===== config.mk =====
export PLATFORM = sky130hd
export DESIGN_NAME = key_readout_port
export DESIGN_NICKNAME = d
export VERILOG_FILES = /design/src/rtl/key_readout_pkg.sv /design/src/rtl/sclk_qualifier.sv /design/src/rtl/chain_shifter.sv /design/src/rtl/par_image.sv /design/src/rtl/key_readout_port.sv
export SDC_FILE = /design/constraint.sdc
export NUM_CORES = 1
export LEC_CHECK = 0
export ABC_AREA = 1
export ABC_CLOCK_PERIOD_IN_PS = 2940
export BUFFER_PORTS_ARGS = -buffer_cell sky130_fd_sc_hd__buf_2
export CAP_MARGIN = 25
export CORE_ASPECT_RATIO = 0.6
export CORE_MARGIN = 2
export CORE_UTILIZATION = 60
export CTS_CLUSTER_DIAMETER = 50
export DETAILED_ROUTE_END_ITERATION = 6
export PLACE_DENSITY = 0.82
export REMOVE_ABC_BUFFERS = 1
export SKIP_CTS_REPAIR_TIMING = 1
export SYNTH_ARGS = -nofsm -noshare
export SYNTH_HDL_FRONTEND = slang
export SYNTH_SLANG_ARGS = --single-unit

===== constraint.sdc =====
create_clock -name clk -period 2.94 [get_ports clk]
set_clock_uncertainty 0.15 [all_clocks]
set_input_delay 0.441 -clock clk [delete_from_list [all_inputs] [get_ports clk]]
set_output_delay 0.441 -clock clk [all_outputs]
set_load 0.02 [all_outputs]

===== src/rtl/key_readout_pkg.sv =====
package key_readout_pkg;
  // Action decided for the shift register in a given system clock cycle
  typedef enum logic [1:0] {
    OP_HOLD  = 2'd0,
    OP_SHIFT = 2'd1,
    OP_LOAD  = 2'd2
  } shift_op_e;
endpackage


===== src/rtl/sclk_qualifier.sv =====
module sclk_qualifier
  import key_readout_pkg::*;
#(
  parameter int LOAD_CYCLES = 425000,
  parameter int SYNC_STAGES = 2
) (
  input  logic      clk,
  input  logic      rst_n,
  input  logic      sclk_i,
  output shift_op_e op_o
);
  localparam int CW = $clog2(LOAD_CYCLES + 1);
  localparam logic [CW-1:0] CNT_SAT  = CW'(LOAD_CYCLES);
  localparam logic [CW-1:0] CNT_FIRE = CW'(LOAD_CYCLES - 1);

  logic [SYNC_STAGES-1:0] sync_q;
  logic                   prev_q;
  logic [CW-1:0]          cnt_q, cnt_d;
  logic                   hi, rise;

  always_comb begin
    hi   = sync_q[SYNC_STAGES-1];
    rise = hi & ~prev_q;
    if (!hi)                 cnt_d = '0;
    else if (cnt_q == CNT_SAT) cnt_d = cnt_q;
    else                     cnt_d = cnt_q + 1'b1;
    if (hi && (cnt_q == CNT_FIRE)) op_o = OP_LOAD;
    else if (rise)                 op_o = OP_SHIFT;
    else                           op_o = OP_HOLD;
  end

  always_ff @(posedge clk or negedge rst_n) begin
    if (!rst_n) begin
      sync_q <= '0;
      prev_q <= 1'b0;
      cnt_q  <= '0;
    end else begin
      sync_q <= {sync_q[SYNC_STAGES-2:0], sclk_i};
      prev_q <= hi;
      cnt_q  <= cnt_d;
    end
  end
endmodule


===== src/rtl/chain_shifter.sv =====
module chain_shifter
  import key_readout_pkg::*;
#(
  parameter int NKEYS = 8
) (
  input  logic             clk,
  input  logic             rst_n,
  input  shift_op_e        op_i,
  input  logic [NKEYS-1:0] key_act_i,
  input  logic             sin_i,
  output logic             sout_o
);
  logic [NKEYS-1:0] sh_q, sh_d;
  logic             loaded_q, loaded_d;
  logic             sh_en;

  always_comb begin
    sh_d     = sh_q;
    loaded_d = loaded_q;
    sh_en    = 1'b0;
    unique case (op_i)
      OP_LOAD: begin
        sh_d     = ~key_act_i;
        loaded_d = 1'b1;
        sh_en    = 1'b1;
      end
      OP_SHIFT: begin
        sh_d  = {sin_i, sh_q[NKEYS-1:1]};
        sh_en = loaded_q;
      end
      default: sh_en = 1'b0;
    endcase
  end

  always_ff @(posedge clk or negedge rst_n) begin
    if (!rst_n) begin
      sh_q     <= '1;
      loaded_q <= 1'b0;
    end else if (sh_en) begin
      sh_q     <= sh_d;
      loaded_q <= loaded_d;
    end
  end

  assign sout_o = loaded_q ? sh_q[0] : 1'b1;
endmodule


===== src/rtl/par_image.sv =====
module par_image #(
  parameter int NKEYS = 8
) (
  input  logic             clk,
  input  logic             rst_n,
  input  logic [NKEYS-1:0] key_act_i,
  input  logic             bus_en_n_i,
  output logic [NKEYS-1:0] bus_q_n_o,
  output logic             bus_oe_o,
  output logic             any_n_o
);
  logic [NKEYS-1:0] img_q, img_d;
  logic             any_q, any_d;

  always_comb begin
    img_d = ~key_act_i;
    any_d = ~(|key_act_i);
  end

  always_ff @(posedge clk or negedge rst_n) begin
    if (!rst_n) begin
      img_q <= '1;
      any_q <= 1'b1;
    end else begin
      img_q <= img_d;
      any_q <= any_d;
    end
  end

  assign bus_oe_o  = ~bus_en_n_i;
  assign bus_q_n_o = bus_en_n_i ? '1 : img_q;
  assign any_n_o   = any_q;
endmodule


===== src/rtl/key_readout_port.sv =====
module key_readout_port
  import key_readout_pkg::*;
#(
  parameter int NKEYS       = 8,
  parameter int LOAD_CYCLES = 425000,
  parameter int SYNC_STAGES = 2
) (
  input  logic             clk,
  input  logic             rst_n,
  input  logic [NKEYS-1:0] key_act_i,
  input  logic             bus_en_n_i,
  output logic [NKEYS-1:0] bus_q_n_o,
  output logic             bus_oe_o,
  input  logic             sclk_i,
  input  logic             sin_i,
  output logic             sout_o,
  output logic             any_n_o
);
  shift_op_e op;

  sclk_qualifier #(.LOAD_CYCLES(LOAD_CYCLES), .SYNC_STAGES(SYNC_STAGES)) u_qual (
    .clk(clk), .rst_n(rst_n), .sclk_i(sclk_i), .op_o(op)
  );

  chain_shifter #(.NKEYS(NKEYS)) u_shift (
    .clk(clk), .rst_n(rst_n), .op_i(op), .key_act_i(key_act_i),
    .sin_i(sin_i), .sout_o(sout_o)
  );

  par_image #(.NKEYS(NKEYS)) u_par (
    .clk(clk), .rst_n(rst_n), .key_act_i(key_act_i), .bus_en_n_i(bus_en_n_i),
    .bus_q_n_o(bus_q_n_o), .bus_oe_o(bus_oe_o), .any_n_o(any_n_o)
  );
endmodule


==> results of run 1 <==
cells by family after synthesis:
group	synth area share (%)
simple gates	28.3
buf+inv	8.92
flops	49.9
compound gates	10.8
xor+xnor	0.855
fa+ha+maj	1.22
metal layers:
metal	GRT usage [%]	routed length [um]	up-vias
li1	-	-	852
met1	40.7	2110	748
met2	30.8	1660	63
met3	6.67	315	4
met4	4.31	27	0
met5	0	0	-
stage by stage:
step,instance area [um2],util [%]
final,2310,70.9
after global placement,2210,67.6
after floorplan,2020,-
after global routing,2310,70.9
after detailed placement,2210,67.6
after CTS,2310,70.9
worst max-delay path, cell delays in order, from the launching register on:
cell and delay, ps:
sky130_fd_sc_hd__dfrtp_1 340, sky130_fd_sc_hd__clkinv_1 50, sky130_fd_sc_hd__buf_4 190, sky130_fd_sc_hd__or2_2 280, sky130_fd_sc_hd__buf_2 160
power by group through the flow:
stage | combinational (mW) | sequential, mW | clock, mW
2_1_floorplan | 0.0362 | 0.581 | 0
5_1_grt | 0.0840 | 0.573 | 0.442
6_report | 0.0732 | 0.572 | 0.413
4_1_cts | 0.0740 | 0.571 | 0.423
3_3_place_gp | 0.0724 | 0.581 | 0
3_5_place_dp | 0.0736 | 0.581 | 0
layout by cell type (no fill, tap or decap), types with 6 or more instances in the layout:
cell type	count
sky130_fd_sc_hd__nor3_1	10
sky130_fd_sc_hd__o211ai_1	8
sky130_fd_sc_hd__nand4_1	6
sky130_fd_sc_hd__nand2_1	53
sky130_fd_sc_hd__nand3_1	9
sky130_fd_sc_hd__a21oi_1	9
sky130_fd_sc_hd__nor2_1	24
sky130_fd_sc_hd__buf_2	23
sky130_fd_sc_hd__o21ai_0	9
sky130_fd_sc_hd__dfrtp_1	23
sky130_fd_sc_hd__o31ai_1	6
sky130_fd_sc_hd__inv_1	35
sky130_fd_sc_hd__dfstp_2	17
sky130_fd_sc_hd__or2_2	9
final timing paths:
check                      slack (ps)             start               end
max in group asynchronous        1980             rst_n   u_qual.cnt_q[1]
setup / recovery                 1040  u_shift.loaded_q            sout_o
hold reg to reg                   200  u_qual.sync_q[0]  u_qual.sync_q[1]
hold / removal                    110             rst_n  u_qual.cnt_q[10]
setup reg to reg                 1110   u_qual.cnt_q[0]  u_qual.cnt_q[18]
min in group clk                  110            sclk_i  u_qual.sync_q[0]
layout make-up:
type	instances	share of cell area, %
sequential	40	44.2
multi-input combinational	162	36.5
timing repair buffer	25	5.63
clock buffer	6	4.06
clock inverter	2	0.541
inverter	41	6.66
tap	45	2.44
flip-flops by register name, summed over array words and instances (netlist names):
| register | flops |
|---|---|
| u_par.any_n_o | 1 |
| u_par.img_q | 8 |
| u_qual.cnt_q | 19 |
| u_qual.prev_q | 1 |
| u_qual.sync_q | 2 |
| u_shift.loaded_q | 1 |
| u_shift.sh_q | 8 |
==> impl_metrics.prom, run 1 <==
# TYPE chip_impl_metric gauge
chip_impl_metric{name="placement_stage_worst_setup_slack",unit="ps"} 1160
chip_impl_metric{name="drt-pass1-iter-count",unit=""} 5
chip_impl_metric{name="synthesis.area_per_instance",unit="um2"} 8.26
chip_impl_metric{name="drt-vias-per-instance",unit=""} 5.19
chip_impl_metric{name="layout_cells_sized_above_1",unit="%"} 27.2
chip_impl_metric{name="synth_warnings",unit=""} 0
chip_impl_metric{name="finalSetupViolations",unit=""} 0
chip_impl_metric{name="area_fraction_of_the_dominant_cell_type_after_synthesis",unit="%"} 28.1
chip_impl_info{name="ys.flop_type",value="sky130_fd_sc_hd__dfrtp_1"} 1
chip_impl_metric{name="postSynthCellCount",unit=""} 248
chip_impl_metric{name="htree_num_levels",unit=""} 2
chip_impl_metric{name="wl_per_cell",unit="um"} 12.8
chip_impl_metric{name="synth-edff-count",unit=""} 0
chip_impl_metric{name="multiInputGateArea",unit="um2"} 843
chip_impl_metric{name="finalNetCount",unit=""} 290
chip_impl_metric{name="gp_congestion",unit=""} 0.975
chip_impl_metric{name="worstRegToRegCells",unit=""} 8
chip_impl_metric{name="drt_first_iter_violations",unit=""} 164
chip_impl_metric{name="switching_power",unit="uW"} 252
chip_impl_metric{name="p_leak",unit="nW"} 1.08
chip_impl_info{name="cts_root_buffer",value="sky130_fd_sc_hd__clkbuf_8"} 1
chip_impl_metric{name="relSlewSlack",unit="%"} 41.8
chip_impl_metric{name="ff_latch_area",unit="mm2"} 0.00102
chip_impl_metric{name="wirelength",unit="mm"} 4.11
chip_impl_info{name="outcome",value="finished, final reports clean"} 1
chip_impl_metric{name="powerDensity",unit="mW/mm2"} 457
chip_impl_metric{name="timing_max_transition_violations_final",unit=""} 0
chip_impl_metric{name="setup_ws",unit="ps"} 1040
chip_impl_metric{name="fin_crit_sh",unit="%"} 64.6
chip_impl_metric{name="fin_crit",unit="ps"} 1900
chip_impl_metric{name="pwr-share-clk",unit="%"} 39.0
chip_impl_metric{name="ctsLongestPathBuffers",unit=""} 2
chip_impl_info{name="cts_tree",value="done"} 1
chip_impl_metric{name="syn_to_final_growth",unit="%"} 12.9
chip_impl_metric{name="dr_total_vias",unit=""} 1667
chip_impl_metric{name="netlist-cell-type-count",unit=""} 29
chip_impl_metric{name="ir_drop",unit="mV"} 0.442
chip_impl_metric{name="clock-sinks",unit=""} 40
chip_impl_metric{name="n_antenna_cell",unit=""} 0
chip_impl_metric{name="design.die.area",unit="mm2"} 0.00391
chip_impl_metric{name="critPathRequiredTime",unit="ps"} 2350
chip_impl_metric{name="worst_skew_pair.late_latency",unit="ps"} 290
chip_impl_metric{name="path_clk_slew",unit="ps"} 80
chip_impl_metric{name="die_w",unit="um"} 79.4
chip_impl_metric{name="grt_max_degree",unit=""} 41
chip_impl_info{name="timing_worst_setup_path_type",value="reg -> out"} 1
chip_impl_info{name="hold_path_class",value="in -> async"} 1
chip_impl_metric{name="cp_data_arrival_time",unit="ps"} 1310
chip_impl_metric{name="globalRouteTotalUtil",unit="%"} 24.2
chip_impl_metric{name="pwr-share-seq",unit="%"} 54.0
chip_impl_metric{name="cp_max_fo",unit=""} 18
chip_impl_metric{name="ys_ff_latch",unit=""} 40
chip_impl_metric{name="power.total",unit="mW"} 1.06
chip_impl_metric{name="first_pass_grt_wire_length",unit="mm"} 7.22
chip_impl_metric{name="ant_nets",unit=""} 0
chip_impl_metric{name="io-pin-count",unit=""} 24
chip_impl_metric{name="fmaxAchievable",unit="MHz"} 526
chip_impl_metric{name="remaining_drc_errors",unit=""} 0
chip_impl_info{name="cp-start-kind",value="register"} 1
chip_impl_metric{name="final-hold-violation-count",unit=""} 0
chip_impl_metric{name="antenna_found_initial",unit=""} 0
chip_impl_info{name="yosysMostFrequentCell",value="sky130_fd_sc_hd__nand2_1"} 1
chip_impl_metric{name="fin_setup_tns",unit="ps"} 0
chip_impl_metric{name="cts_bufs_inserted",unit=""} 5
chip_impl_metric{name="synth_area",unit="mm2"} 0.00205
chip_impl_metric{name="dpl.hpwl",unit="mm"} 2.96
chip_impl_metric{name="layout.cells.non_filler",unit=""} 321
chip_impl_metric{name="numPlacedInstances",unit=""} 313
chip_impl_metric{name="swShare",unit="%"} 23.8
chip_impl_metric{name="synthArstFlopShare",unit="%"} 100
chip_impl_info{name="setup.worst_path.end_class",value="primary output"} 1
chip_impl_metric{name="worst_slew_pin_slew",unit="ps"} 873
chip_impl_metric{name="grt_overflow_total",unit=""} 0
chip_impl_metric{name="number_of_rows_created_at_floorplan",unit=""} 16
chip_impl_metric{name="comb_power_share",unit="%"} 6.9
chip_impl_metric{name="initial_core_util",unit="%"} 62.8
chip_impl_metric{name="internal-power",unit="uW"} 806
chip_impl_metric{name="grt_pass1_vias",unit=""} 1475
chip_impl_metric{name="die_height",unit="um"} 49.3
chip_impl_metric{name="register_area_share_after_synthesis",unit="%"} 49.9
chip_impl_metric{name="fin_hold_ws",unit="ps"} 105
chip_impl_info{name="rsz0062_at_grt",value="no"} 1
chip_impl_metric{name="floorplan.core_area",unit="mm2"} 0.00326
chip_impl_info{name="yosys-top-cells-area",value="sky130_fd_sc_hd__dfrtp_1 (28%), sky130_fd_sc_hd__dfstp_2 (22%), sky130_fd_sc_hd__nand2_1 (9.7%)"} 1
chip_impl_info{name="top_cells_by_count_synth",value="sky130_fd_sc_hd__nand2_1 (53), sky130_fd_sc_hd__inv_1 (35), sky130_fd_sc_hd__nor2_1 (24)"} 1
chip_impl_metric{name="port_buffers",unit=""} 23
chip_impl_info{name="netlist.top_cell.by_area",value="sky130_fd_sc_hd__dfrtp_1"} 1
chip_impl_metric{name="drv_cap",unit=""} 0
chip_impl_metric{name="fillers",unit=""} 254
No activity file was read; power rests on OpenSTA's default activity.
==> inputs of run 2 (changes only) <==
--- a/config.mk
+++ b/config.mk
@@ -6,15 +6,15 @@
 export NUM_CORES = 1
 export LEC_CHECK = 0
 export ABC_AREA = 1
-export ABC_CLOCK_PERIOD_IN_PS = 2940
+export ABC_CLOCK_PERIOD_IN_PS = 1630
 export BUFFER_PORTS_ARGS = -buffer_cell sky130_fd_sc_hd__buf_2
 export CAP_MARGIN = 25
 export CORE_ASPECT_RATIO = 0.6
 export CORE_MARGIN = 2
-export CORE_UTILIZATION = 60
+export CORE_UTILIZATION = 52
 export CTS_CLUSTER_DIAMETER = 50
 export DETAILED_ROUTE_END_ITERATION = 6
-export PLACE_DENSITY = 0.82
+export PLACE_DENSITY = 0.75
 export REMOVE_ABC_BUFFERS = 1
 export SKIP_CTS_REPAIR_TIMING = 1
 export SYNTH_ARGS = -nofsm -noshare
==> constraint.sdc (replaced) <==
create_clock -name clk -period 1.63 [get_ports clk]
set_clock_uncertainty 0.15 [all_clocks]
set_input_delay 0.2445 -clock clk [delete_from_list [all_inputs] [get_ports clk]]
set_output_delay 0.2445 -clock clk [all_outputs]
set_load 0.02 [all_outputs]
==> run 2 against run 1 <==
- the flow now finishes with violations (setup timing)
- critical endpoint is now u_shift.sh_q[7]
- via count increased by 8.9%
- highest routed layer unchanged
- combinational power increased by 140%
- sequential power increased by 80%
- non-clock buffer count increased by 23
- clock power increased by 81%
- largest power group unchanged
- global-route usage decreased by 3.1 points
- core utilization decreased by 0.069 points
- power increased by 85%
- critical path depth increased by 6
- die area increased by 14%
- cell area increased by 14%
==> impl_metrics.prom, run 2 (synthesized netlist as in run 1, its figures left out) <==
# TYPE chip_impl_metric gauge
chip_impl_metric{name="die_w",unit="um"} 85.0
chip_impl_info{name="crit-reg2reg-capture",value="u_shift.sh_q[7]"} 1
chip_impl_metric{name="layout_cells_sized_above_1",unit="%"} 34.4
chip_impl_info{name="hold_path_end",value="u_shift.sh_q[7]"} 1
chip_impl_metric{name="fin_crit_sh",unit="%"} 101
chip_impl_metric{name="dr_total_vias",unit=""} 1816
chip_impl_metric{name="critPathRequiredTime",unit="ps"} 1720
chip_impl_info{name="outcome",value="finished, violations left"} 1
chip_impl_info{name="r2r_start",value="u_qual.cnt_q[1]"} 1
chip_impl_metric{name="ant_nets",unit=""} 0
chip_impl_metric{name="io-pin-count",unit=""} 24
chip_impl_metric{name="numPlacedInstances",unit=""} 324
chip_impl_metric{name="worst_slew_pin_slew",unit="ps"} 481
chip_impl_metric{name="grt_pass1_vias",unit=""} 1486
chip_impl_metric{name="comb_power_share",unit="%"} 9.1
chip_impl_metric{name="finalNetCount",unit=""} 313
chip_impl_info{name="layout.cells.most_common",value="sky130_fd_sc_hd__nand2_1"} 1
chip_impl_info{name="timing_worst_setup_path_type",value="reg -> reg"} 1
chip_impl_info{name="cp-start-kind",value="register"} 1
chip_impl_metric{name="wirelength",unit="mm"} 4.63
chip_impl_metric{name="swShare",unit="%"} 24.2
chip_impl_metric{name="powerDensity",unit="mW/mm2"} 743
chip_impl_metric{name="dpl.hpwl",unit="mm"} 3.09
chip_impl_metric{name="detail_route.wirelength.met1",unit="mm"} 2.35
chip_impl_metric{name="floorplan.core_area",unit="mm2"} 0.00372
chip_impl_metric{name="cts_bufs_inserted",unit=""} 5
chip_impl_info{name="hold_path_class",value="in -> reg"} 1
chip_impl_metric{name="internal-power",unit="mW"} 1.48
chip_impl_metric{name="p_leak",unit="nW"} 1.22
chip_impl_metric{name="cp_max_fo",unit=""} 7
chip_impl_metric{name="timing_max_transition_violations_final",unit=""} 0
chip_impl_metric{name="drt_first_iter_violations",unit=""} 83
chip_impl_metric{name="initial_core_util",unit="%"} 55.0
chip_impl_metric{name="power.total",unit="mW"} 1.96
chip_impl_metric{name="first_pass_grt_wire_length",unit="mm"} 7.00
chip_impl_metric{name="fin_crit",unit="ps"} 1640
chip_impl_metric{name="r2r_slack",unit="ps"} -10
chip_impl_metric{name="cp_data_arrival_time",unit="ps"} 1730
chip_impl_metric{name="pwr-share-seq",unit="%"} 52.6
chip_impl_metric{name="drv_cap",unit=""} 0
chip_impl_metric{name="drt-pass1-iter-count",unit=""} 4
chip_impl_metric{name="antenna_found_initial",unit=""} 0
chip_impl_info{name="rsz0062_at_grt",value="yes"} 1
chip_impl_metric{name="clock-sinks",unit=""} 40
chip_impl_info{name="cts_tree",value="done"} 1
chip_impl_info{name="top_layer_used",value="met4"} 1
chip_impl_metric{name="number_of_rows_created_at_floorplan",unit=""} 17
chip_impl_metric{name="whs_path_depth",unit=""} 5
chip_impl_info{name="largest_register",value="u_qual.cnt_q"} 1
chip_impl_info{name="most_used_cells_in_the_layout_excluding_fill_and_tap_cells",value="sky130_fd_sc_hd__nand2_1 (48), sky130_fd_sc_hd__inv_1 (34), sky130_fd_sc_hd__nor2_1 (24), sky130_fd_sc_hd__buf_2 (23), sky130_fd_sc_hd__dfrtp_1 (22)"} 1
chip_impl_metric{name="drt-vias-per-instance",unit=""} 5.25
chip_impl_info{name="violated_checks",value="setup timing"} 1
chip_impl_metric{name="largest_reg_flops",unit=""} 19
chip_impl_metric{name="fmaxAchievable",unit="MHz"} 609
chip_impl_metric{name="htree_num_levels",unit=""} 2
chip_impl_metric{name="die_height",unit="um"} 52.6
chip_impl_metric{name="worstRegToRegCells",unit=""} 10
chip_impl_metric{name="relSlewSlack",unit="%"} 67.9
chip_impl_metric{name="pwr-share-clk",unit="%"} 38.3
chip_impl_metric{name="globalRouteTotalUtil",unit="%"} 21.2
chip_impl_metric{name="remaining_drc_errors",unit=""} 0
chip_impl_metric{name="path_clk_slew",unit="ps"} 80
chip_impl_metric{name="n_antenna_cell",unit=""} 0
chip_impl_metric{name="switching_power",unit="uW"} 473
chip_impl_info{name="setup.worst_path.end_class",value="register"} 1
chip_impl_metric{name="syn_to_final_growth",unit="%"} 28.7
chip_impl_metric{name="met3RoutedLength",unit="um"} 246
chip_impl_metric{name="gp_congestion",unit=""} 0.936
chip_impl_metric{name="design.die.area",unit="mm2"} 0.00447
chip_impl_metric{name="wl_per_cell",unit="um"} 13.4
chip_impl_metric{name="ctsLongestPathBuffers",unit=""} 2
chip_impl_metric{name="finalSetupViolations",unit=""} 1
chip_impl_metric{name="ir_drop",unit="mV"} 0.523
chip_impl_info{name="timing.hold.worst.start",value="sin_i"} 1
chip_impl_metric{name="final-hold-violation-count",unit=""} 0
chip_impl_metric{name="setup_ws",unit="ps"} -13.2
chip_impl_metric{name="port_buffers",unit=""} 23
chip_impl_info{name="cts_root_buffer",value="sky130_fd_sc_hd__clkbuf_8"} 1
chip_impl_metric{name="worst_skew_pair.late_latency",unit="ps"} 300
chip_impl_metric{name="grt_overflow_total",unit=""} 0
chip_impl_metric{name="met2_length",unit="mm"} 1.98
chip_impl_metric{name="grt_max_degree",unit=""} 25
chip_impl_metric{name="layout.cells.non_filler",unit=""} 346
chip_impl_info{name="layout_top_registers",value="u_qual.cnt_q (19), u_par.img_q (8), u_shift.sh_q (8)"} 1
-- run 2: critical path, cell delays in order, from the launching register on --
cell                      delay [ps]
sky130_fd_sc_hd__dfrtp_1         370
sky130_fd_sc_hd__ha_2            190
sky130_fd_sc_hd__nand2_2          70
sky130_fd_sc_hd__inv_2            80
sky130_fd_sc_hd__nand2_2          60
sky130_fd_sc_hd__nor2_4          120
sky130_fd_sc_hd__nand3_4         150
sky130_fd_sc_hd__buf_8           190
sky130_fd_sc_hd__o31ai_2          60
sky130_fd_sc_hd__nand2_1          80
sky130_fd_sc_hd__nand2_1          70
-- run 2: power by group through the flow --
| stage | Clock [mW] | Sequential, mW | Combinational, mW |
|---|---|---|---|
| global placement | 0 | 1.05 | 0.144 |
| finish | 0.749 | 1.03 | 0.178 |
| global route | 0.816 | 1.03 | 0.198 |
| CTS | 0.766 | 1.03 | 0.145 |
| detailed placement | 0 | 1.05 | 0.145 |
| floorplan | 0 | 1.05 | 0.0654 |
-- run 2: layout make-up --
type,instances,area (um2)
Inverter,41,154
Multi-Input combinational cell,162,928
Timing Repair Buffer,48,365
Clock inverter,2,11.3
Tap cell,47,58.8
Fill cell,271,1090
Clock buffer,6,93.8
Sequential cell,40,1020
-- run 2: worst max path at each step --
stage | depth (start not counted) | from | slack, ps | end
3_3_place_gp | 8 | u_qual.cnt_q[1] | 30 | u_qual.cnt_q[16]
3_5_place_dp | 10 | u_qual.cnt_q[1] | -30 | u_shift.sh_q[2]
6_report | 10 | u_qual.cnt_q[1] | -10 | u_shift.sh_q[7]
2_1_floorplan | 9 | u_qual.sync_q[1] | 40 | u_shift.sh_q[0]
4_1_cts | 10 | u_qual.cnt_q[1] | -40 | u_shift.sh_q[0]
5_1_grt | 10 | u_qual.cnt_q[0] | -110 | u_shift.sh_q[2]
-- run 2: stage by stage --
step | setup WS [ps] | hold slack [ps] | area (um2) | TNS [ps] | utilization [%]
floorplan | 36.4 | -201 | 2020 | 0 | -
global placement | 33.0 | 40.3 | 2290 | 0 | 61.5
detailed placement | -28.7 | 37.9 | 2290 | -58.5 | 61.5
CTS | -40.1 | -280 | 2390 | -167 | 64.3
global route | -115 | 156 | 2640 | -958 | 70.8
finish | -13.2 | 141 | 2640 | -13.2 | 70.8
-- run 2: layer usage --
metal | up-vias | track usage (%)
li1 | 898 | -
met1 | 858 | 33.3
met2 | 55 | 26.8
met3 | 5 | 5.67
met4 | 0 | 7.94
met5 | - | 0
==> inputs of run 3 (changes only) <==
--- a/config.mk
+++ b/config.mk
@@ -16,6 +16,7 @@
 export DETAILED_ROUTE_END_ITERATION = 6
 export PLACE_DENSITY = 0.75
 export REMOVE_ABC_BUFFERS = 1
+export SETUP_SLACK_MARGIN = 0.2
 export SKIP_CTS_REPAIR_TIMING = 1
 export SYNTH_ARGS = -nofsm -noshare
 export SYNTH_HDL_FRONTEND = slang
==> run 3 against run 2 <==
- the run still ends with setup timing left
- critical path depth unchanged
- sequential share of layout area is 1.2 points lower
- hold slack better by 7.9 ps
- cell count is the same
- flip-flop and latch count unchanged
- global-route usage unchanged
- clock power is 1% higher
- combinational power grew 13%
- count of clock-buffer cells in the layout unchanged
==> impl_metrics.prom, run 3 (synthesized netlist as in run 1, its figures left out) <==
# TYPE chip_impl_metric gauge
chip_impl_metric{name="path_clk_slew",unit="ps"} 90
chip_impl_metric{name="cp_data_arrival_time",unit="ps"} 1760
chip_impl_info{name="setup.worst_path.end_class",value="register"} 1
chip_impl_metric{name="layout_cells_sized_above_1",unit="%"} 35.1
chip_impl_metric{name="drt_first_iter_violations",unit=""} 112
chip_impl_metric{name="comb_power_share",unit="%"} 10.1
chip_impl_metric{name="switching_power",unit="uW"} 485
chip_impl_metric{name="finalSetupViolations",unit=""} 4
chip_impl_metric{name="final_core_utilization",unit="%"} 73.1
chip_impl_info{name="largest_register",value="u_qual.cnt_q"} 1
chip_impl_info{name="critPathTopFamily",value="simple AND/OR/NAND/NOR gates"} 1
chip_impl_metric{name="gr-usage-met1",unit="%"} 33.3
chip_impl_metric{name="finalInstanceArea",unit="mm2"} 0.00272
chip_impl_metric{name="fmaxAchievable",unit="MHz"} 604
chip_impl_info{name="crit-reg2reg-capture",value="u_shift.sh_q[3]"} 1
chip_impl_info{name="crit_path_top_delay_cell",value="sky130_fd_sc_hd__dfrtp_1"} 1
chip_impl_info{name="r2r_start",value="u_qual.cnt_q[1]"} 1
chip_impl_metric{name="setup_ws",unit="ps"} -24.7
chip_impl_metric{name="worstRegToRegCells",unit=""} 10
chip_impl_info{name="cp-start-kind",value="register"} 1
chip_impl_metric{name="cp_max_fo",unit=""} 7
chip_impl_metric{name="ant_nets",unit=""} 0
chip_impl_info{name="layout_top_registers",value="u_qual.cnt_q (19), u_par.img_q (8), u_shift.sh_q (8)"} 1
chip_impl_info{name="cp_cell_sequence",value="ha_2 > nand2_2 > inv_2 > nand2_2 > nor2_4 > nand3_4 > buf_4 > o31ai_1 > nand2_1 > nand2_1"} 1
chip_impl_metric{name="ir_drop",unit="mV"} 0.526
chip_impl_metric{name="internal-power",unit="mW"} 1.50
chip_impl_metric{name="dr_total_vias",unit=""} 1839
chip_impl_metric{name="finalNetCount",unit=""} 313
chip_impl_info{name="top_usage_layer",value="met1"} 1
chip_impl_metric{name="powerDensity",unit="mW/mm2"} 731
chip_impl_metric{name="drv_cap",unit=""} 0
chip_impl_info{name="violated_checks",value="setup timing"} 1
chip_impl_info{name="timing.critical_path.to",value="u_shift.sh_q[3]"} 1
chip_impl_metric{name="htree_num_levels",unit=""} 2
chip_impl_info{name="cts_tree",value="done"} 1
chip_impl_metric{name="dpl.hpwl",unit="mm"} 3.09
chip_impl_metric{name="cts_bufs_inserted",unit=""} 5
chip_impl_info{name="cts_root_buffer",value="sky130_fd_sc_hd__clkbuf_8"} 1
chip_impl_metric{name="gp_congestion",unit=""} 0.936
chip_impl_metric{name="drt-vias-per-instance",unit=""} 5.32
chip_impl_metric{name="worst_skew_pair.late_latency",unit="ps"} 300
chip_impl_metric{name="r2r_slack",unit="ps"} -20
chip_impl_metric{name="wl_per_cell",unit="um"} 14.3
chip_impl_metric{name="critPathRequiredTime",unit="ps"} 1730
chip_impl_metric{name="globalRouteTotalUtil",unit="%"} 21.2
chip_impl_metric{name="multiInputGateArea",unit="um2"} 955
chip_impl_metric{name="initial_core_util",unit="%"} 55.0
chip_impl_info{name="hold_path_class",value="in -> reg"} 1
chip_impl_metric{name="pwr-share-clk",unit="%"} 38.1
chip_impl_metric{name="timing_max_transition_violations_final",unit=""} 0
chip_impl_metric{name="final-hold-violation-count",unit=""} 0
chip_impl_metric{name="fin_crit",unit="ps"} 1650
chip_impl_metric{name="worstSetupPathDepth",unit=""} 10
chip_impl_metric{name="fillers",unit=""} 249
chip_impl_metric{name="swShare",unit="%"} 24.4
chip_impl_metric{name="ff_latch_area",unit="mm2"} 0.00102
chip_impl_metric{name="syn_to_final_growth",unit="%"} 32.9
chip_impl_metric{name="grt_pass1_vias",unit=""} 1486
chip_impl_info{name="timing_worst_setup_path_type",value="reg -> reg"} 1
chip_impl_metric{name="use_met2",unit="%"} 26.8
chip_impl_metric{name="antenna_found_initial",unit=""} 0
chip_impl_metric{name="globalRouteMet3Util",unit="%"} 5.67
chip_impl_metric{name="first_pass_grt_wire_length",unit="mm"} 7.00
chip_impl_metric{name="port_buffers",unit=""} 23
chip_impl_metric{name="remaining_drc_errors",unit=""} 0
chip_impl_metric{name="largest_reg_flops",unit=""} 19
chip_impl_info{name="most_used_cells_in_the_layout_excluding_fill_and_tap_cells",value="sky130_fd_sc_hd__nand2_1 (48), sky130_fd_sc_hd__inv_1 (34), sky130_fd_sc_hd__nor2_1 (24), sky130_fd_sc_hd__dfrtp_1 (22), sky130_fd_sc_hd__dfstp_2 (17)"} 1
chip_impl_metric{name="clock-sinks",unit=""} 40
chip_impl_metric{name="wirelength",unit="mm"} 4.93
chip_impl_metric{name="placed_area",unit="mm2"} 0.00229
chip_impl_metric{name="grt_max_degree",unit=""} 25
chip_impl_info{name="layout.cells.most_common",value="sky130_fd_sc_hd__nand2_1"} 1
chip_impl_metric{name="die_height",unit="um"} 52.6
chip_impl_metric{name="number_of_buffers_and_inverters_on_the_critical_path",unit=""} 2
chip_impl_info{name="rsz0062_at_grt",value="yes"} 1
chip_impl_metric{name="fin_crit_sh",unit="%"} 102
chip_impl_info{name="crit_start",value="u_qual.cnt_q[1]"} 1
chip_impl_metric{name="relSlewSlack",unit="%"} 67.4
chip_impl_metric{name="number_of_rows_created_at_floorplan",unit=""} 17
chip_impl_metric{name="floorplan.core_area",unit="mm2"} 0.00372
chip_impl_metric{name="io-pin-count",unit=""} 24
chip_impl_info{name="outcome",value="finished, violations left"} 1
chip_impl_metric{name="max_stage_delay",unit="ps"} 360
chip_impl_metric{name="grt_overflow_total",unit=""} 0
chip_impl_metric{name="die_w",unit="um"} 85.0
chip_impl_metric{name="drt-pass1-iter-count",unit=""} 4
chip_impl_metric{name="worst_slew_pin_slew",unit="ps"} 489
chip_impl_metric{name="pwr-share-seq",unit="%"} 51.8
chip_impl_metric{name="ctsLongestPathBuffers",unit=""} 2
chip_impl_metric{name="design.die.area",unit="mm2"} 0.00447
chip_impl_metric{name="n_antenna_cell",unit=""} 0
chip_impl_metric{name="p_leak",unit="nW"} 1.26
==> run 3: cell count changes in the layout (fill, tap and decap cells not counted), sizes merged <==
cell / before / now
inv: 41 / 42
clkinv: 2 / 1
==> run 3: how the worst min path moves through the flow <==
stage                 endpoint  slack [ps]   from  cells past startpoint
3_3_place_gp   u_qual.cnt_q[5]          40  rst_n                      1
4_1_cts        u_qual.cnt_q[5]        -280  rst_n                      1
3_5_place_dp   u_qual.cnt_q[5]          40  rst_n                      1
2_1_floorplan  u_qual.cnt_q[0]        -200  rst_n                      0
6_report       u_shift.sh_q[7]         150  sin_i                      5
5_1_grt        u_shift.sh_q[7]         160  sin_i                      5
==> run 3: per-stage QoR <==
stage | setup WS, ps | instances | setup TNS [ps] | total power [mW] | hold WS (ps)
detailed placement | -28.7 | 324 | -58.5 | 1.19 | 37.9
CTS | -40.1 | 332 | -167 | 1.94 | -280
global placement | 33.0 | 324 | 0 | 1.19 | 40.3
global route | -148 | 346 | -1260 | 2.07 | 161
finish | -24.7 | 346 | -51.3 | 1.99 | 149
floorplan | 36.4 | 243 | 0 | 1.11 | -201
==> run 3: cell type report <==
| cell class | count | share of cell area [%] |
|---|---|---|
| clock buffers | 6 | 3.45 |
| clock inverters | 2 | 0.414 |
| multi-input cells | 162 | 35.1 |
| repair buffers | 48 | 15.6 |
| flip-flops and latches | 40 | 37.6 |
| well taps | 47 | 2.16 |
| inverters | 41 | 5.66 |
==> run 3: routing by layer <==
metal | wire (um) | vias up
met4 | 48 | 0
met1 | 2400 | 878
met2 | 2220 | 57
met3 | 261 | 5
li1 | - | 899
met5 | 0 | -
==> run 3: power groups by stage <==
stage          Clock, mW  Sequential (mW)  Combinational (mW)
2_1_floorplan          0             1.05              0.0654
3_3_place_gp           0             1.05               0.144
3_5_place_dp           0             1.05               0.145
4_1_cts            0.766             1.03               0.145
5_1_grt            0.819             1.03               0.221
6_report           0.757             1.03               0.201
==> run 3: worst min-delay path: stages <==
cell and delay, ps:
sky130_fd_sc_hd__buf_2 100, sky130_fd_sc_hd__inv_1 60, sky130_fd_sc_hd__o31ai_2 60, sky130_fd_sc_hd__nand2_1 60
sky130_fd_sc_hd__nand2_1 60
